File: config.mk
export PLATFORM = sky130hd
export DESIGN_NAME = rsg_reset_stretcher
export DESIGN_NICKNAME = d
export VERILOG_FILES = /design/src/rtl/rsg_pkg.sv /design/src/rtl/rsg_sync.sv /design/src/rtl/rsg_req_detect.sv /design/src/rtl/rsg_timer.sv /design/src/rtl/rsg_reset_stretcher.sv
export SDC_FILE = /design/constraint.sdc
export NUM_CORES = 1
export LEC_CHECK = 0
export ABC_AREA = 1
export BUFFER_PORTS_ARGS = -buffer_cell sky130_fd_sc_hd__buf_2
export CORE_MARGIN = 4
export CORE_UTILIZATION = 45
export CTS_CLUSTER_SIZE = 10
export DETAILED_ROUTE_END_ITERATION = 7
export GPL_TIMING_DRIVEN = 1
export HOLD_SLACK_MARGIN = 0.08
export MAX_ROUTING_LAYER = met4
export SLEW_MARGIN = 20
export SYNTH_ARGS = -nofsm -noshare
export SYNTH_HDL_FRONTEND = slang
export SYNTH_SLANG_ARGS = --single-unit
File: constraint.sdc
create_clock -name clk -period 2.8 [get_ports clk]
set_clock_uncertainty 0.2 [all_clocks]
set_input_delay 0.28 -clock clk [delete_from_list [all_inputs] [get_ports clk]]
set_output_delay 0.28 -clock clk [all_outputs]
set_load 0.005 [all_outputs]
File: src/rtl/rsg_pkg.sv
package rsg_pkg;
   // bit positions inside the synchronized input vector
   localparam int unsigned IDX_SUPPLY = 0;
   localparam int unsigned IDX_SENSE  = 1;
   localparam int unsigned IDX_MR_N   = 2;
   localparam int unsigned IDX_PIN    = 3;
   localparam int unsigned N_ASYNC    = 4;

   // idle values loaded into the synchronizers during logic reset
   localparam logic [N_ASYNC-1:0] SYNC_IDLE = 4'b1100;

   function automatic int unsigned max4(input int unsigned a, input int unsigned b,
                                        input int unsigned c, input int unsigned d);
      int unsigned m;
      m = a;
      if (b > m) m = b;
      if (c > m) m = c;
      if (d > m) m = d;
      return m;
   endfunction
endpackage

File: src/rtl/rsg_sync.sv
module rsg_sync #(
   parameter int unsigned   W       = 4,
   parameter int unsigned   STAGES  = 2,
   parameter logic [W-1:0]  RST_VAL = '0
) (
   input  logic         clk,
   input  logic         rst_n,
   input  logic [W-1:0] d,
   output logic [W-1:0] q
);
   logic [W-1:0] stg [STAGES];

   always_ff @(posedge clk or negedge rst_n) begin
      if (!rst_n) begin
         for (int i = 0; i < int'(STAGES); i++) stg[i] <= RST_VAL;
      end else begin
         stg[0] <= d;
         for (int i = 1; i < int'(STAGES); i++) stg[i] <= stg[i-1];
      end
   end

   assign q = stg[STAGES-1];
endmodule

File: src/rtl/rsg_req_detect.sv
module rsg_req_detect #(
   parameter int unsigned GUARD = 2
) (
   input  logic clk,
   input  logic rst_n,
   input  logic pin_low,
   input  logic driving,
   output logic trig
);
   logic             prev_low;
   logic [GUARD-1:0] drv_hist;
   logic             guard_on;

   always_ff @(posedge clk or negedge rst_n) begin
      if (!rst_n) begin
         prev_low <= 1'b1;
         drv_hist <= '1;
      end else begin
         prev_low <= pin_low;
         drv_hist <= {drv_hist[GUARD-2:0], driving};
      end
   end

   // own drive reaches the sampled level late; block requests for that long
   assign guard_on = driving | (|drv_hist);
   assign trig     = pin_low & ~prev_low & ~guard_on;
endmodule

File: src/rtl/rsg_timer.sv
module rsg_timer #(
   parameter int unsigned PER_0 = 4,
   parameter int unsigned PER_1 = 8,
   parameter int unsigned PER_2 = 16,
   parameter int unsigned PER_3 = 32,
   parameter int unsigned CNT_W = 6
) (
   input  logic             clk,
   input  logic             rst_n,
   input  logic             hold,
   input  logic             trig,
   input  logic [1:0]       sel,
   output logic             active,
   output logic [CNT_W-1:0] cnt
);
   logic             load_pend;
   logic [CNT_W-1:0] reload;

   always_comb begin
      unique case (sel)
         2'd0:    reload = CNT_W'(PER_0 - 1);
         2'd1:    reload = CNT_W'(PER_1 - 1);
         2'd2:    reload = CNT_W'(PER_2 - 1);
         default: reload = CNT_W'(PER_3 - 1);
      endcase
   end

   always_ff @(posedge clk or negedge rst_n) begin
      if (!rst_n) begin
         active    <= 1'b1;
         load_pend <= 1'b1;
         cnt       <= '0;
      end else if (hold || load_pend) begin
         active    <= 1'b1;
         load_pend <= 1'b0;
         cnt       <= reload;
      end else if (trig) begin
         active <= 1'b1;
         cnt    <= reload;
      end else if (active) begin
         if (cnt == '0) active <= 1'b0;
         else           cnt    <= cnt - 1'b1;
      end
   end
endmodule

File: src/rtl/rsg_reset_stretcher.sv
module rsg_reset_stretcher #(
   parameter int unsigned PER_0       = 1000,
   parameter int unsigned PER_1       = 5000,
   parameter int unsigned PER_2       = 20000,
   parameter int unsigned PER_3       = 100000,
   parameter int unsigned SYNC_STAGES = 2,
   parameter bit          USE_SENSE   = 1'b1,
   parameter bit          USE_MANUAL  = 1'b1,
   parameter bit          HAS_HI_OUT  = 1'b1,
   parameter bit          HAS_SEC_OUT = 1'b1
) (
   input  logic       clk,
   input  logic       rst_n,
   input  logic       supply_low_a,
   input  logic       sense_low_a,
   input  logic       mr_n_a,
   input  logic       pin_level_a,
   input  logic [1:0] sel,
   output logic       pin_drive_low,
   output logic       rst_hi_o,
   output logic       rst2_n_o
);
   import rsg_pkg::*;

   localparam int unsigned PER_MAX = max4(PER_0, PER_1, PER_2, PER_3);
   localparam int unsigned CNT_W   = (PER_MAX > 2) ? $clog2(PER_MAX) : 1;

   if (PER_0 < 2 || PER_1 < 2 || PER_2 < 2 || PER_3 < 2) begin : g_bad_per
      $error("rsg_reset_stretcher: every interval must be at least 2 cycles");
   end
   if (SYNC_STAGES < 2) begin : g_bad_sync
      $error("rsg_reset_stretcher: SYNC_STAGES must be at least 2");
   end

   logic [N_ASYNC-1:0] raw_in, sync_q;
   logic               sense_hold, mr_hold, hold_s, ext_trig, active;
   logic [CNT_W-1:0]   tmr_cnt;

   assign raw_in[IDX_SUPPLY] = supply_low_a;
   assign raw_in[IDX_SENSE]  = sense_low_a;
   assign raw_in[IDX_MR_N]   = mr_n_a;
   assign raw_in[IDX_PIN]    = pin_level_a;

   rsg_sync #(.W(N_ASYNC), .STAGES(SYNC_STAGES), .RST_VAL(SYNC_IDLE)) u_sync (
      .clk(clk), .rst_n(rst_n), .d(raw_in), .q(sync_q));

   if (USE_SENSE) begin : g_sense
      assign sense_hold = sync_q[IDX_SENSE];
   end else begin : g_no_sense
      assign sense_hold = 1'b0;
   end

   if (USE_MANUAL) begin : g_manual
      assign mr_hold = ~sync_q[IDX_MR_N];
   end else begin : g_no_manual
      assign mr_hold = 1'b0;
   end

   assign hold_s = sync_q[IDX_SUPPLY] | sense_hold | mr_hold;

   rsg_req_detect #(.GUARD(SYNC_STAGES)) u_req (
      .clk(clk), .rst_n(rst_n), .pin_low(~sync_q[IDX_PIN]),
      .driving(active), .trig(ext_trig));

   rsg_timer #(.PER_0(PER_0), .PER_1(PER_1), .PER_2(PER_2), .PER_3(PER_3),
               .CNT_W(CNT_W)) u_tmr (
      .clk(clk), .rst_n(rst_n), .hold(hold_s), .trig(ext_trig), .sel(sel),
      .active(active), .cnt(tmr_cnt));

   assign pin_drive_low = active;

   if (HAS_HI_OUT) begin : g_hi
      assign rst_hi_o = active;
   end else begin : g_no_hi
      assign rst_hi_o = 1'b0;
   end

   if (HAS_SEC_OUT) begin : g_sec
      assign rst2_n_o = ~active;
   end else begin : g_no_sec
      assign rst2_n_o = 1'b1;
   end
endmodule

==> reports/metrics.cfg <==
[power_and_ir_drop]
power_density_nw_per_um2 = 564
sw_frac_of_total_pct = 21.3
p_clk_share_pct = 50.0
power_frac_comb_pct = 6.9
p_leak_nw = 0.952
switchingPower_mw = 0.234
pwr-share-seq_pct = 43.1
peakVddDrop_v = 0.000340
intPower_mw = 0.865
power_mw = 1.10

[global_routing]
track_usage_pct = 16.9
grt_max_degree = 31
grt_pass1_wl_mm = 6.16
antenna_found_initial = 0
grt_pass1_vias = 1288
grt_remaining_overflow = 0

[worst_hold_path]
hold_class = reg2reg
hp-start = u_sync.stg[4]

[sta]
setup_violations = 0
tightest_slew_ns = 0.662
rsz0062_at_grt = false
finalWorstPathRequiredPeriod_ns = 1.89
fmaxAchievable_mhz = 528
maxSlewHeadroom_pct = 55.8
tns_ns = 0
drv_slew = 0
fin_crit_sh_pct = 67.6
hold_ws_ns = 0.152
hold_violations = 0

[worst_setup_path]
cp-startpoint = u_tmr.cnt[0]
critPathArrivalTime_ns = 1.90
rrSetupSlack_ns = 0.91
path_buf_inv = 2
critical-path-slowest-cell = dfrtp_1
critPathCaptureType = flip-flop
cp_top_family = simple AND/OR/NAND/NOR gates
crit_cells = 10
critPathCapture = u_tmr.cnt[16]
crit_fanout = 16
cp_data_required_time_ns = 2.81
max_stage_delay_ns = 0.42
cp-start-kind = flip-flop
worst-setup-path-type = reg2reg
r2r_end = u_tmr.cnt[16]
path_cells = inv_1, ha_1, nand2_2, nor2_4, nand3_4, nand2_4, nand2_8, clkinv_4, nor2_2, a21oi_1
timing.rr.start = u_tmr.cnt[0]
ff2ff_path_depth = 10

[clocking]
tritoncts = yes
cts_post_setup_buffers_inserted = 0
holdBufCountCts = 5
cts.reportedPaths.clkPinSlew_ns = 0.06
postCtsResizedCells = 0
clockBufferDepth = 2
cts_buffers = 5
clock-sinks = 30
clock_latency_ns = 0.29
cts.htree.levels = 2
cts-root-buf = clkbuf_8

[floorplan]
rows = 21
core_region_area_sq_um = 3470
floorplan.initialDensity_pct = 48.3
io_pins = 11
die_w_um = 69.0
die_area_sq_um = 4760
die_y_um = 69.0

[placement]
gp_congestion = 0.819
portBuffers = 10
hpwl_mm = 2.49
dpl_cell_area_sq_um = 1760

[logic_synthesis]
synth_fp_nets = 209
synth.distinct_cells = 33
avgSynthCellArea_sq_um = 8.38
syn_area_sq_um = 1680
synth-edff-count = 0
ys_seq_elements = 30
ys_warn_count = 0
async_flop_share_pct = 100
yosysSeqAreaShare_pct = 45.5
synth_cells = 200
synth_ff_type = dfrtp_1

[cells_and_area]
antenna_cells = 0
nNetsFinal = 229
n_fill_cell = 313
stdcell_area_sq_um = 1950
area_growth_pct = 16.3
drive_gt1_share_pct = 25.8

[route]
drt_wl_total_mm = 3.37
wl_per_cell_um = 12.6
post-route-drc-count = 0
drt-initial-drc-count = 47
vias = 1286
vias_per_cell = 4.82
ant_nets = 0
drt-pass1-iter-count = 4

[run]
maxCapViolCount = 0

[outcome]
status = finished clean

-- kinds of logic after synthesis --
| family | after synthesis | synth area share (%) |
|---|---|---|
| flip-flops | 30 | 45.5 |
| buffers and inverters | 31 | 8.74 |
| AO/OA/AOI/OAI | 19 | 7.77 |
| AND/OR/NAND/NOR | 113 | 34.4 |
| XOR/XNOR | 5 | 2.61 |
| adder cells (fa/ha/maj) | 1 | 0.747 |
| other | 1 | 0.224 |
-- how the worst min path moves through the flow --
stage,endpoint,slack (ns),depth (start not counted)
2_1_floorplan,u_sync.q[0],-0.22,0
3_3_place_gp,u_tmr.cnt[15],0.14,1
3_5_place_dp,u_sync.q[0],0.14,0
4_1_cts,u_sync.q[0],0.16,0
5_1_grt,u_sync.q[3],0.17,0
6_report,u_sync.q[0],0.15,0
-- metrics by stage --
stage	utilization, %	setup slack, ns	cells
3_5_place_dp	50.6	0.903	254
3_3_place_gp	50.6	0.981	254
2_1_floorplan	-	1.06	200
4_1_cts	56.2	0.899	267
6_report	56.2	0.906	267
5_1_grt	56.2	0.785	267
-- synth_stat cells (all sizes together), types with 2 or more instances --
| cell | count | area (sq um) |
|---|---|---|
| nand2 | 56 | 249 |
| nor3 | 3 | 20.0 |
| nor2 | 34 | 188 |
| dfrtp | 21 | 526 |
| dfstp | 9 | 236 |
| a21oi | 6 | 33.8 |
| xor2 | 4 | 35.0 |
| buf | 2 | 27.5 |
| nand4 | 2 | 12.5 |
| inv | 28 | 110 |
| o21ai | 8 | 43.8 |
| o211ai | 3 | 32.5 |
| nand3 | 18 | 108 |
-- sequential cells by signal, indices dropped and copies added (netlist names) --
name and cells:
u_req.prev_low 1, u_tmr.cnt 17, u_sync.stg 4, u_req.drv_hist 2, u_tmr.active 1, u_sync.q 4
u_tmr.load_pend 1
-- final cells by class --
cell class	count	area [sq um]	share of cell area (%)
Clock buffer	6	82.6	4.24
Clock inverter	2	60.1	3.08
Inverter	29	119	6.10
Multi-Input combinational cell	139	767	39.4
Sequential cell	30	762	39.1
Tap cell	46	57.6	2.95
Timing Repair Buffer	15	100	5.14
-- power by group through the flow --
stage | logic, mW | registers (mW) | clock network (mW)
6_report | 0.0758 | 0.474 | 0.549
5_1_grt | 0.0881 | 0.476 | 0.585
4_1_cts | 0.0770 | 0.474 | 0.562
3_5_place_dp | 0.0713 | 0.481 | 0
3_3_place_gp | 0.0697 | 0.481 | 0
2_1_floorplan | 0.0482 | 0.476 | 0
-- metal layers --
layer	track usage (%)	wire [um]	vias up
met5	-	0	-
met4	8.24	72	0
met3	5.23	112	7
met2	24.8	1610	20
met1	21.0	1570	599
li1	-	-	660
-- cells in the final DEF (no fill, tap or decap), types with 2 or more instances in the layout --
master	count
nand4_1	2
bufinv_16	2
clkbuf_8	6
nand3_1	16
nor2_4	5
nor2_2	9
o21ai_0	6
nand2_4	2
o211ai_2	2
dfrtp_1	21
xor2_1	4
nor2_1	20
nand2_2	3
dfstp_2	9
nand2_1	50
buf_2	10
dlygate4sd3_1	5
nor3_1	2
inv_1	27
a21oi_1	5
Note: power is estimated with default switching activity, not from simulation.
